==> src/rtl/dice_pkg.sv <==
package dice_pkg;
    localparam int LFSR_W = 8;
    localparam logic [LFSR_W-1:0] TAP_MASK = 8'hB8;
    localparam logic [LFSR_W-1:0] LFSR_SEED = 8'hA5;
    localparam int FACE_W = 3;
    localparam int FACE_MAX = 6;

    typedef enum logic [1:0] {
        ST_WAIT = 2'd0,
        ST_DRAW = 2'd1,
        ST_OVER = 2'd2
    } game_state_e;
endpackage

==> src/rtl/dice_lfsr.sv <==
module dice_lfsr
    import dice_pkg::*;
(
    input  logic              clk,
    input  logic              rst,
    output logic [LFSR_W-1:0] value_o
);
    logic [LFSR_W-1:0] lfsr_d, lfsr_q;
    logic              fb;

    always_comb begin
        fb     = ^(lfsr_q & TAP_MASK);
        lfsr_d = {lfsr_q[LFSR_W-2:0], fb};
    end

    always_ff @(posedge clk) begin
        if (rst) lfsr_q <= LFSR_SEED;
        else     lfsr_q <= lfsr_d;
    end

    assign value_o = lfsr_q;
endmodule

==> src/rtl/dice_face_filter.sv <==
module dice_face_filter
    import dice_pkg::*;
(
    input  logic [FACE_W-1:0] raw_i,
    output logic              ok_o,
    output logic [FACE_W-1:0] face_o
);
    always_comb begin
        ok_o   = (raw_i != '0) && (int'(raw_i) <= FACE_MAX);
        face_o = raw_i;
    end
endmodule

==> src/rtl/dice_turn_fsm.sv <==
module dice_turn_fsm
    import dice_pkg::*;
#(
    parameter int TARGET  = 30,
    parameter int SCORE_W = 6
) (
    input  logic               clk,
    input  logic               rst,
    input  logic               roll_i,
    input  logic               face_ok_i,
    input  logic [FACE_W-1:0]  face_i,
    output logic [FACE_W-1:0]  die_o,
    output logic [SCORE_W-1:0] score_a_o,
    output logic [SCORE_W-1:0] score_b_o,
    output logic               turn_o,
    output logic               over_o,
    output logic               winner_o
);
    typedef struct packed {
        game_state_e              state;
        logic [FACE_W-1:0]        die;
        logic [1:0][SCORE_W-1:0]  score;
        logic                     turn;
        logic                     winner;
    } fsm_t;

    fsm_t r_q, r_d;
    logic [SCORE_W-1:0] sum;

    always_comb begin
        r_d = r_q;
        sum = r_q.score[r_q.turn] + SCORE_W'(face_i);
        unique case (r_q.state)
            ST_WAIT: begin
                if (roll_i) r_d.state = ST_DRAW;
            end
            ST_DRAW: begin
                if (face_ok_i) begin
                    r_d.die              = face_i;
                    r_d.score[r_q.turn]  = sum;
                    if (sum >= SCORE_W'(TARGET)) begin
                        r_d.state  = ST_OVER;
                        r_d.winner = r_q.turn;
                    end else begin
                        r_d.state = ST_WAIT;
                        r_d.turn  = ~r_q.turn;
                    end
                end
            end
            ST_OVER: ;
            default: r_d.state = ST_WAIT;
        endcase
    end

    always_ff @(posedge clk) begin
        if (rst) r_q <= '{state: ST_WAIT, die: '0, score: '0, turn: 1'b0, winner: 1'b0};
        else     r_q <= r_d;
    end

    assign die_o     = r_q.die;
    assign score_a_o = r_q.score[0];
    assign score_b_o = r_q.score[1];
    assign turn_o    = r_q.turn;
    assign over_o    = (r_q.state == ST_OVER);
    assign winner_o  = r_q.winner;
endmodule

==> src/rtl/dice_game_top.sv <==
module dice_game_top
    import dice_pkg::*;
#(
    parameter int TARGET  = 30,
    parameter int SCORE_W = $clog2(TARGET + FACE_MAX)
) (
    input  logic               clk,
    input  logic               rst,
    input  logic               roll_i,
    output logic [2:0]         die_o,
    output logic [SCORE_W-1:0] score_a_o,
    output logic [SCORE_W-1:0] score_b_o,
    output logic               turn_o,
    output logic               over_o,
    output logic               winner_o
);
    logic [LFSR_W-1:0] lfsr_q;
    logic              face_ok;
    logic [FACE_W-1:0] face;

    dice_lfsr u_lfsr (
        .clk     (clk),
        .rst     (rst),
        .value_o (lfsr_q)
    );

    dice_face_filter u_filter (
        .raw_i  (lfsr_q[FACE_W-1:0]),
        .ok_o   (face_ok),
        .face_o (face)
    );

    dice_turn_fsm #(.TARGET(TARGET), .SCORE_W(SCORE_W)) u_fsm (
        .clk       (clk),
        .rst       (rst),
        .roll_i    (roll_i),
        .face_ok_i (face_ok),
        .face_i    (face),
        .die_o     (die_o),
        .score_a_o (score_a_o),
        .score_b_o (score_b_o),
        .turn_o    (turn_o),
        .over_o    (over_o),
        .winner_o  (winner_o)
    );
endmodule

==> config.mk <==
export PLATFORM = sky130hd
export DESIGN_NAME = dice_game_top
export DESIGN_NICKNAME = d
export VERILOG_FILES = /design/src/rtl/dice_pkg.sv /design/src/rtl/dice_lfsr.sv /design/src/rtl/dice_face_filter.sv /design/src/rtl/dice_turn_fsm.sv /design/src/rtl/dice_game_top.sv
export SDC_FILE = /design/constraint.sdc
export NUM_CORES = 1
export LEC_CHECK = 0
export BUFFER_PORTS_ARGS = -buffer_cell sky130_fd_sc_hd__buf_2
export CAP_MARGIN = 5
export CORE_UTILIZATION = 35
export CTS_BUF_LIST = sky130_fd_sc_hd__clkbuf_4
export CTS_CLUSTER_DIAMETER = 120
export DETAILED_ROUTE_END_ITERATION = 10
export GPL_TIMING_DRIVEN = 0
export PLACE_DENSITY_LB_ADDON = 0.05
export SLEW_MARGIN = 20
export SYNTH_ARGS = -nofsm -noshare
export SYNTH_HDL_FRONTEND = slang
export SYNTH_SLANG_ARGS = --single-unit
==> constraint.sdc <==
create_clock -name clk -period 2.6 [get_ports clk]
set_input_delay 0.78 -clock clk [delete_from_list [all_inputs] [get_ports clk]]
set_output_delay 0.78 -clock clk [all_outputs]
set_load 0.01 [all_outputs]
=== Word-level counts from Yosys, hierarchy flattened ===
Cells that the tools add are included.

* Register bits after elaboration: 27
* Latch bits: 0
* Bits in writable memories: 0
* ROM bits: 0
* Input port bits: 3
* Output and inout bits: 18
* Logic and storage cells: 39
* Memories: 0

* Add/subtract/negate cells: 1
* $mul: 0
* Divide/modulo/power cells: 0
* Magnitude comparators: 4
* Equality and inequality tests: 4
* Shift-type cells: 0
* Multiplexer cells: 11
* Bitwise logic cells: 3
* Reductions and logical operators: 9

{| class="wikitable"
|+ Operators by type and width
! kind !! count
|-
| 19-bit 2-to-1 mux || 1
|-
| 6-bit 2-to-1 mux || 3
|-
| 12-bit bitwise mux || 1
|-
| 3-bit AND reduction || 3
|-
| 8-bit XOR reduction || 1
|-
| 6-bit by 3-bit adder with 6-bit output || 1
|-
| 6-bit demux with 1-bit select || 1
|-
| 6-bit by 5-bit >= comparator with 1-bit output, second input constant || 1
|-
| 2-bit case mux with 3 select lines || 1
|-
| 2-bit 2-to-1 mux || 2
|-
| 2-bit != test, second input constant || 2
|-
| 3-bit <= comparator, second input constant || 1
|-
| 1-bit inverter || 3
|-
| 3-bit nonzero test || 1
|-
| 2-bit by 1-bit == test with 1-bit output, second input constant || 1
|-
| 2-bit == test, second input constant || 1
|-
| 1-bit logical AND || 2
|-
| 2-bit zero test || 1
|-
| 1-bit by 2-bit < comparator with 1-bit output, second input constant || 1
|-
| 1-bit 2-to-1 mux || 2
|-
| 2-bit AND reduction || 1
|-
| 1-bit >= comparator, second input constant || 1
|}

=== Longest topological paths before layout ===
Gate-level depths: netlist of the first run.

* Depth after elaboration: 7
* Depth in mapped cells: 10

=== Cells and area by module ===
Synthesis of the first run repeated with hierarchy kept, for this count alone.

* Cells, all modules: 146
* Area total of the unflattened synthesis: 1376.3 µm²

{| class="wikitable"
|+ By module, submodules not included
! module !! times used !! cells an instance !! area an instance (µm²) !! sequential area each (µm²)
|-
| dice_turn_fsm || 1 || 121 || 1097.3 || 380.4
|-
| dice_lfsr || 1 || 19 || 236.5 || 160.2
|-
| dice_face_filter || 1 || 6 || 42.5 || 0.0
|}

=== Least setup slack after synthesis of the first run ===
Ideal clock, no wire load.

* Kind: reg-to-reg
* From: register u_fsm.r_q (netlist bit u_fsm.turn_o)
* To: register u_fsm.r_q (netlist bit u_fsm.winner_o)
* Library setup time: 120 ps
* Arrival: 2844 ps
* Data required time: 2480 ps
* Path slack: -364 ps
* Cell stages (with the launch flop): 11
* Path buffers: 2
* Clock period less this slack: 2964 ps
* Cell sequence: dfxtp_1 > buf_2 > clkbuf_1 > mux2_2 > ha_1 > fa_1 > xor2_1 > nand2_1 > a221oi_1 > nand4_1 > mux2i_1

* Word-level cells in the longest chain between the ends: 5

{| class="wikitable"
|+ Ends and longest elaborated chain
! what !! RTL line !! text
|-
| from (decl) || dice_turn_fsm.sv:27 || <nowiki>fsm_t r_q, r_d;</nowiki>
|-
| from (signal assigned) || dice_turn_fsm.sv:56 || <nowiki>if (rst) r_q <= '{state: ST_WAIT, die: '0, score: '0, turn: 1'b0, winner: 1'b0};</nowiki>
|-
| from (signal assigned) || dice_turn_fsm.sv:57 || <nowiki>else r_q <= r_d;</nowiki>
|-
| 6-bit 2-to-1 mux (implied by the code) (2 in series) || dice_turn_fsm.sv:32 || <nowiki>sum = r_q.score[r_q.turn] + SCORE_W'(face_i);</nowiki>
|-
| 6-bit by 3-bit adder with 6-bit output || dice_turn_fsm.sv:32 ||
|-
| 6-bit by 5-bit >= comparator with 1-bit output || dice_turn_fsm.sv:41 || <nowiki>if (sum >= SCORE_W'(TARGET)) begin</nowiki>
|-
| 3-bit AND reduction (no source line) || n/a ||
|}

Several ways; a longest one is shown, not always the timed one. The select of a mux whose other input is x is not followed.
A chain may end at the register's enable or synchronous reset.

=== Worst setup path in the final report of the first run ===
Same ends and word-level chain as after synthesis.

==> summary.txt, run 1 <==
Yosys
  – Synth Instances: 153
  – Syn Nets: 160
  – Unique masters post-synth: 36
  – Mapped Area: 0.001383 mm2
  – Share of the yosys chip area belonging to registers: 39.10%
  – Post-synth top area share: 39.10%
  – Yosys reg bits: 27
  – Mean Syn Cell Area: 9.036 um2
  – Yosys top cell by area: dfxtp_1
  – Warnings, synthesis: 0
  – Top cells by area, synth: dfxtp_1 39%, buf_4 8.1%, a21oi_1 4.0%

CTS
  – Clock Latency Late Sink: 330 ps
  – Root Buffer: clkbuf_4
  – CTS buffer count: 3
  – Clock slew at reported path FFs: 160 ps
  – Hold_buf cts: 0
  – CTS Sinks: 27
  – CTS tree: done
  – H-tree lvl count: 1
  – Max Buffers Root-to-Sink: 2

STA
  – Final Slew Violations: 0
  – Max Clk Rate: 409.5 MHz
  – Worst Skew: 3.831 ps
  – Slew Limit Headroom: 56.30%
  – Worst-Margin Slew: 650.1 ps
  – Hold Vio Cnt, Final: 0
  – Final WS setup: 157.9 ps
  – Unrepaired setup endpoints after global routing: no
  – Final min period: 2442 ps
  – Tcrit/Tclk final: 93.93%
  – Final setup fails: 0

Placed design
  – Hpwl dp: 2053 um
  – I/O Buffers: 19
  – Worst Setup Slack post-DPL: -234.5 ps
  – Gpl congestion: 0.7637
  – Placed Cells: 220
  – Area after DPL: 0.001565 mm2

GRT
  – GRT Resource Usage Total: 15.04%
  – Largest net degree at the start of global routing: 17
  – First-pass GRT wire length: 4761 um
  – Vias in the first global route: 1024
  – Initial antenna violation count: 0
  – Total gr overflow: 0

Power
  – VDD IR max: 0.0002005 V
  – Final Total Pwr: 0.9236 mW
  – Pwr dens: 561.7 mW/mm2
  – LEAKAGE: 0.6919 nW

Finish
  – Post-route non-filler standard cell count: 226
  – Antenna diodes: 0
  – Util after Layout: 44.24%
  – Share of cells above drive strength 1: 35.39%
  – Synth-to-Final Area Change: 18.91%
  – Fill cells: 378
  – Fin area: 0.001644 mm2
  – Fin nets: 186

Drt
  – Vias: 1076
  – Via-to-Cell Ratio: 4.761
  – Drt drc: 0
  – DR pass1 iterations: 4
  – Post-Route WL: 2761 um
  – DRT antenna net count: 0
  – DRT iter0 DRCs: 25
  – DR WL/cell: 12.22 um

Worst setup path
  – Setup slack, reg-to-reg: 160 ps
  – CP max FO: 10
  – Worst path cell trace: clkbuf_16 > mux2_2 > ha_2 > fa_2 > nand2_1 > a221oi_2 > nand4_1 > mux2i_1
  – CP Depth: 8
  – Critical path buffers and inverters: 1
  – Setup Crit Path Kind: reg -> reg
  – Slowest stage cell, crit path: fa_2
  – R2R depth: 8
  – Worst EP arrival: 2680 ps
  – Worst path max stage delay: 570 ps
  – CP delay by family, top: adder cells
  – Worst path required time: 2840 ps
  – Worst setup SP type: register
  – Worst Setup End Kind: register

Floorplan
  – Cell Rows: 22
  – Starting density of the core: 37.21%
  – Chip Height: 64.85 um
  – Die Wd: 64.85 um
  – Io pins: 21
  – Die Area: 0.004206 mm2
  – Total core area: 0.003716 mm2

Job
  – Max Cap Viol: 0

Run status
  – Status: finished clean

Worst hold path
  – Hold depth: 1
  – Hold crit path type: reg -> reg
==> logic make-up after synthesis <==
family                     Yosys count  synth area share, %
AOI/OAI and AO/OA                   21                8.598
adders and majority gates            4                4.163
and+or+nand+nor                     59                25.25
xor gates and xnor gates             9                5.702
muxes                                8                6.154
DFF                                 27                39.10
buffers and inverters               25                11.04
==> worst reg2reg max path, stage by stage (launching register included) <==
cell and delay [ps]:
dfxtp_4 390, clkbuf_16 150, mux2_2 340, ha_2 190
fa_2 570, nand2_1 70, a221oi_2 270, nand4_1 210
mux2i_1 170
==> per-layer routing <==
layer	track usage (%)	vias up	part of all wire, %
met1	19.42	497	49
met5	0	-	0
met4	6.667	0	1.9
li1	-	552	-
met2	24.22	21	46
met3	2.641	6	3.0
==> path summary, 6_finish.rpt <==
path,from,end
max reg2reg,u_fsm.turn_o,u_fsm.winner_o
min reg2reg,u_lfsr.value_o[6],u_lfsr.value_o[7]
min,u_lfsr.value_o[6],u_lfsr.value_o[7]
max,u_fsm.turn_o,u_fsm.winner_o
==> power by group <==
group / switching (mW) / leakage, nW / internal [mW]
clock: 0.132 / 0.0139 / 0.0589
sequential: 0.0279 / 0.222 / 0.443
combinational: 0.132 / 0.456 / 0.129
total: 0.292 / 0.692 / 0.631
==> Yosys cell counts <==
library cell,count
dfxtp_1,27
buf_4,15
nor2_1,14
a21oi_1,11
nand2_1,9
nor3_1,6
xor2_1,6
nand3_1,5
o21ai_0,5
clkbuf_1,4
inv_1,4
mux2_2,4
mux2i_1,4
nand2b_1,4
or2_2,4
ha_1,3
nor2b_1,3
or3_1,3
xnor2_1,3
buf_2,2
nand3b_1,2
a2111oi_0,1
a221oi_1,1
a22oi_1,1
a31oi_1,1
and2_1,1
and3_4,1
fa_1,1
nand2_2,1
nand2b_4,1
nand4_1,1
nand4b_1,1
nor3_4,1
nor4_2,1
nor4b_4,1
o31ai_1,1
==> layout by cell type, fill, tap and decap left out, types with 4 or more instances in the layout <==
master / netlist / layout
inv_1: 4 / 4
nand2b_1: 4 / 4
nand2_1: 9 / 9
buf_2: 2 / 20
mux2_2: 4 / 4
dfxtp_1: 27 / 26
o21ai_0: 5 / 5
buf_4: 15 / 18
or2_2: 4 / 4
xor2_1: 6 / 5
nand3_1: 5 / 5
nor2_1: 14 / 14
a21oi_1: 11 / 10
nor3_1: 6 / 6
mux2i_1: 4 / 4
==> stage by stage <==
step / hold slack (ps) / TNS, ps
final: 435.3 / 0
after global routing: 458.8 / 0
after detailed placement: 403.7 / -593.1
after global placement: 396.3 / -532.2
after CTS: 443.2 / 0
after floorplan: 389.5 / 0
==> final cells by class <==
cell class	count	area (um2)	share of cell area [%]
Multi-Input combinational cell	101	723.2	43.99
Tap cell	48	60.06	3.653
Buffer	20	153.9	9.361
Clock buffer	3	22.52	1.370
Sequential cell	27	544.3	33.10
Inverter	4	15.01	0.9132
Clock inverter	1	7.507	0.4566
Timing Repair Buffer	22	117.6	7.154
==> what timing repair did <==
action                                  CTS  global route
setup buffers                             3             0
gates resized for setup                   4             2
pin swaps                                 3             4
endpoints found under the hold margin     0             0
endpoints found under the setup margin    3             2
Note: power is estimated with default switching activity, not from simulation.
==> run 2, diff against run 1 <==
Settings changed: REMOVE_ABC_BUFFERS set to 1.
==> summary.txt, run 2 (synthesis gave the netlist of run 1 again) <==
Finish
  – Most common cell after layout, fill and taps aside: dfxtp_1
  – Synth-to-Final Area Change: 7.512%
  – Fin area: 0.001486 mm2 (-9.6%)
  – Post-route non-filler standard cell count: 208 (-8.0%)
  – Antenna diodes: 0 (unchanged)
  – Most frequent cells in the layout: 26 x dfxtp_1, 20 x buf_2, 14 x nor2_1, 10 x a21oi_1, 9 x nand2_1
  – Fin nets: 168 (-9.7%)
  – Share of cells above drive strength 1: 29.38% (-6.0 points)
  – Fill cells: 380 (+0.53%)

STA
  – Slew Limit Headroom: 60.62% (+4.3 points)
  – Hold WS: 443.1 ps (+7.763 ps)
  – Tcrit/Tclk final: 93.16% (-0.77 points)
  – Final setup fails: 0 (unchanged)
  – Worst Skew: 1.048 ps (-2.784 ps)
  – Final Slew Violations: 0 (unchanged)
  – Hold Vio Cnt, Final: 0 (unchanged)
  – Max Clk Rate: 412.9 MHz (+0.83%)
  – Final min period: 2422 ps (-20.01 ps)
  – Final WS setup: 177.9 ps (+20.01 ps)
  – Unrepaired setup endpoints after global routing: no
  – Worst-Margin Slew: 586.1 ps (-64.00 ps)

GRT
  – Largest net degree at the start of global routing: 29 (+12)
  – First-pass GRT wire length: 4636 um (-2.6%)
  – Initial antenna violation count: 0 (unchanged)
  – Total gr overflow: 0 (unchanged)
  – GRT Resource Usage Total: 14.62% (-0.41 points)
  – Vias in the first global route: 997 (-2.6%)

Worst setup path
  – CP delay by family, top: adder cells
  – Worst Setup End Kind: register
  – Worst path cell trace: mux2_2 > ha_1 > fa_2 > xor2_2 > nand2_1 > a221oi_2 > nand4_1 > mux2i_1
  – Worst path required time: 2840 ps (about the same)
  – CP max FO: 3 (-7)
  – Worst path max stage delay: 390 ps (-180 ps)
  – Critical path buffers and inverters: 0 (-1)
  – Worst setup SP type: register
  – Slowest stage cell, crit path: dfxtp_4
  – Setup Crit Path Kind: reg -> reg
  – Worst EP arrival: 2660 ps (-20 ps)

Drt
  – DR WL/cell: 13.35 um (+9.3%)
  – Post-Route WL: 2777 um (+0.58%)
  – Drt drc: 0 (unchanged)
  – Vias: 1011 (-6.0%)
  – DRT iter0 DRCs: 48 (+92%)
  – Via-to-Cell Ratio: 4.861 (+2.1%)
  – DRT antenna net count: 0 (unchanged)
  – DR pass1 iterations: 4 (unchanged)

CTS
  – H-tree lvl count: 1 (unchanged)
  – Clock slew at reported path FFs: 150 ps (about the same)
  – Clock Latency Late Sink: 330 ps (about the same)
  – CTS Sinks: 27 (unchanged)
  – Max Buffers Root-to-Sink: 2 (unchanged)
  – Root Buffer: clkbuf_4
  – CTS buffer count: 3 (unchanged)
  – CTS tree: done
  – Hold_buf cts: 0 (unchanged)

Placed design
  – Hpwl dp: 1902 um (-7.4%)
  – Area after DPL: 0.001405 mm2 (-10%)
  – Placed Cells: 200 (-9.1%)
  – I/O Buffers: 20 (+1)
  – Worst Setup Slack post-DPL: -645.2 ps (-410.8 ps)
  – Gpl congestion: 0.7818 (+2.4%)

Power
  – VDD IR max: 0.0002078 V (+3.7%)
  – Pwr dens: 596.5 mW/mm2 (+6.2%)
  – LEAKAGE: 0.6067 nW (-12%)

Job
  – Max Cap Viol: 0 (unchanged)

Floorplan
  – Starting density of the core: 37.21% (unchanged)
  – Die Wd: 64.85 um (unchanged)
  – Chip Height: 64.85 um (unchanged)
  – Io pins: 21 (unchanged)
  – Die Area: 0.004206 mm2 (unchanged)
  – Total core area: 0.003716 mm2 (unchanged)
  – Cell Rows: 22 (unchanged)

Worst hold path
  – Hold crit path type: reg -> reg

Run status
  – Status: finished clean
run 2: changes by cell type in the layout (fill, tap and decap cells not counted), sizes merged:
cell / previous run / this run
buf: 38 / 24
clkbuf: 7 / 3
clkinv: 0 / 1
clkinvlp: 1 / 0
run 2: repair_timing:
action	CTS	global route
pin swaps	1	2
buffers inserted	3	1
resized for setup	3	3
setup endpoints to repair	7	3
endpoints found under the hold margin	0	0
run 2: path summary, 6_finish.rpt:
check / slack (ps) / endpoint / from / depth (start not counted)
worst max register to register: 180 / u_fsm.winner_o / u_fsm.turn_o / 8
worst max-delay path: 180 / u_fsm.winner_o / u_fsm.turn_o / 8
worst min register to register: 440 / u_lfsr.value_o[7] / u_lfsr.value_o[6] / 1
worst min-delay path: 440 / u_lfsr.value_o[7] / u_lfsr.value_o[6] / 1
run 2: metal layers:
metal	part of all wire, %	vias to the layer above	track usage, %
met2	47	22	23.57
met5	0	-	0
li1	-	520	-
met4	1.7	0	6.667
met3	3.3	5	2.641
met1	48	464	18.76
run 2: per-stage QoR:
step,setup TNS [ps],power (mW),util [%]
final,0,0.8867,40.00
after floorplan,-576.3,0.6223,-
after global placement,-1874,0.6780,37.81
after global routing,0,0.9425,40.00
after CTS,0,0.8891,39.46
after detailed placement,-2100,0.6834,37.81
run 2: report_power, final:
group	switching (mW)	internal, mW	leakage, nW	total (mW)
Sequential	0.0281	0.443	0.222	0.471
Combinational	0.126	0.101	0.367	0.228
Clock	0.129	0.0578	0.0177	0.187
run 2: final cells by class:
class	instances	area [um2]	share of cell area, %
multi-input combinational	101	709.4	47.73
clock buffer	3	22.52	1.515
tap	48	60.06	4.040
clock inverter	1	5.005	0.3367
inverter	4	15.01	1.010
sequential	27	544.3	36.62
timing repair buffer	24	130.1	8.754
run 2: worst reg2reg max path: stages, from the launching register on:
cell,delay [ps]
dfxtp_4,390
mux2_2,330
ha_1,220
fa_2,380
xor2_2,210
nand2_1,90
a221oi_2,290
nand4_1,230
mux2i_1,180
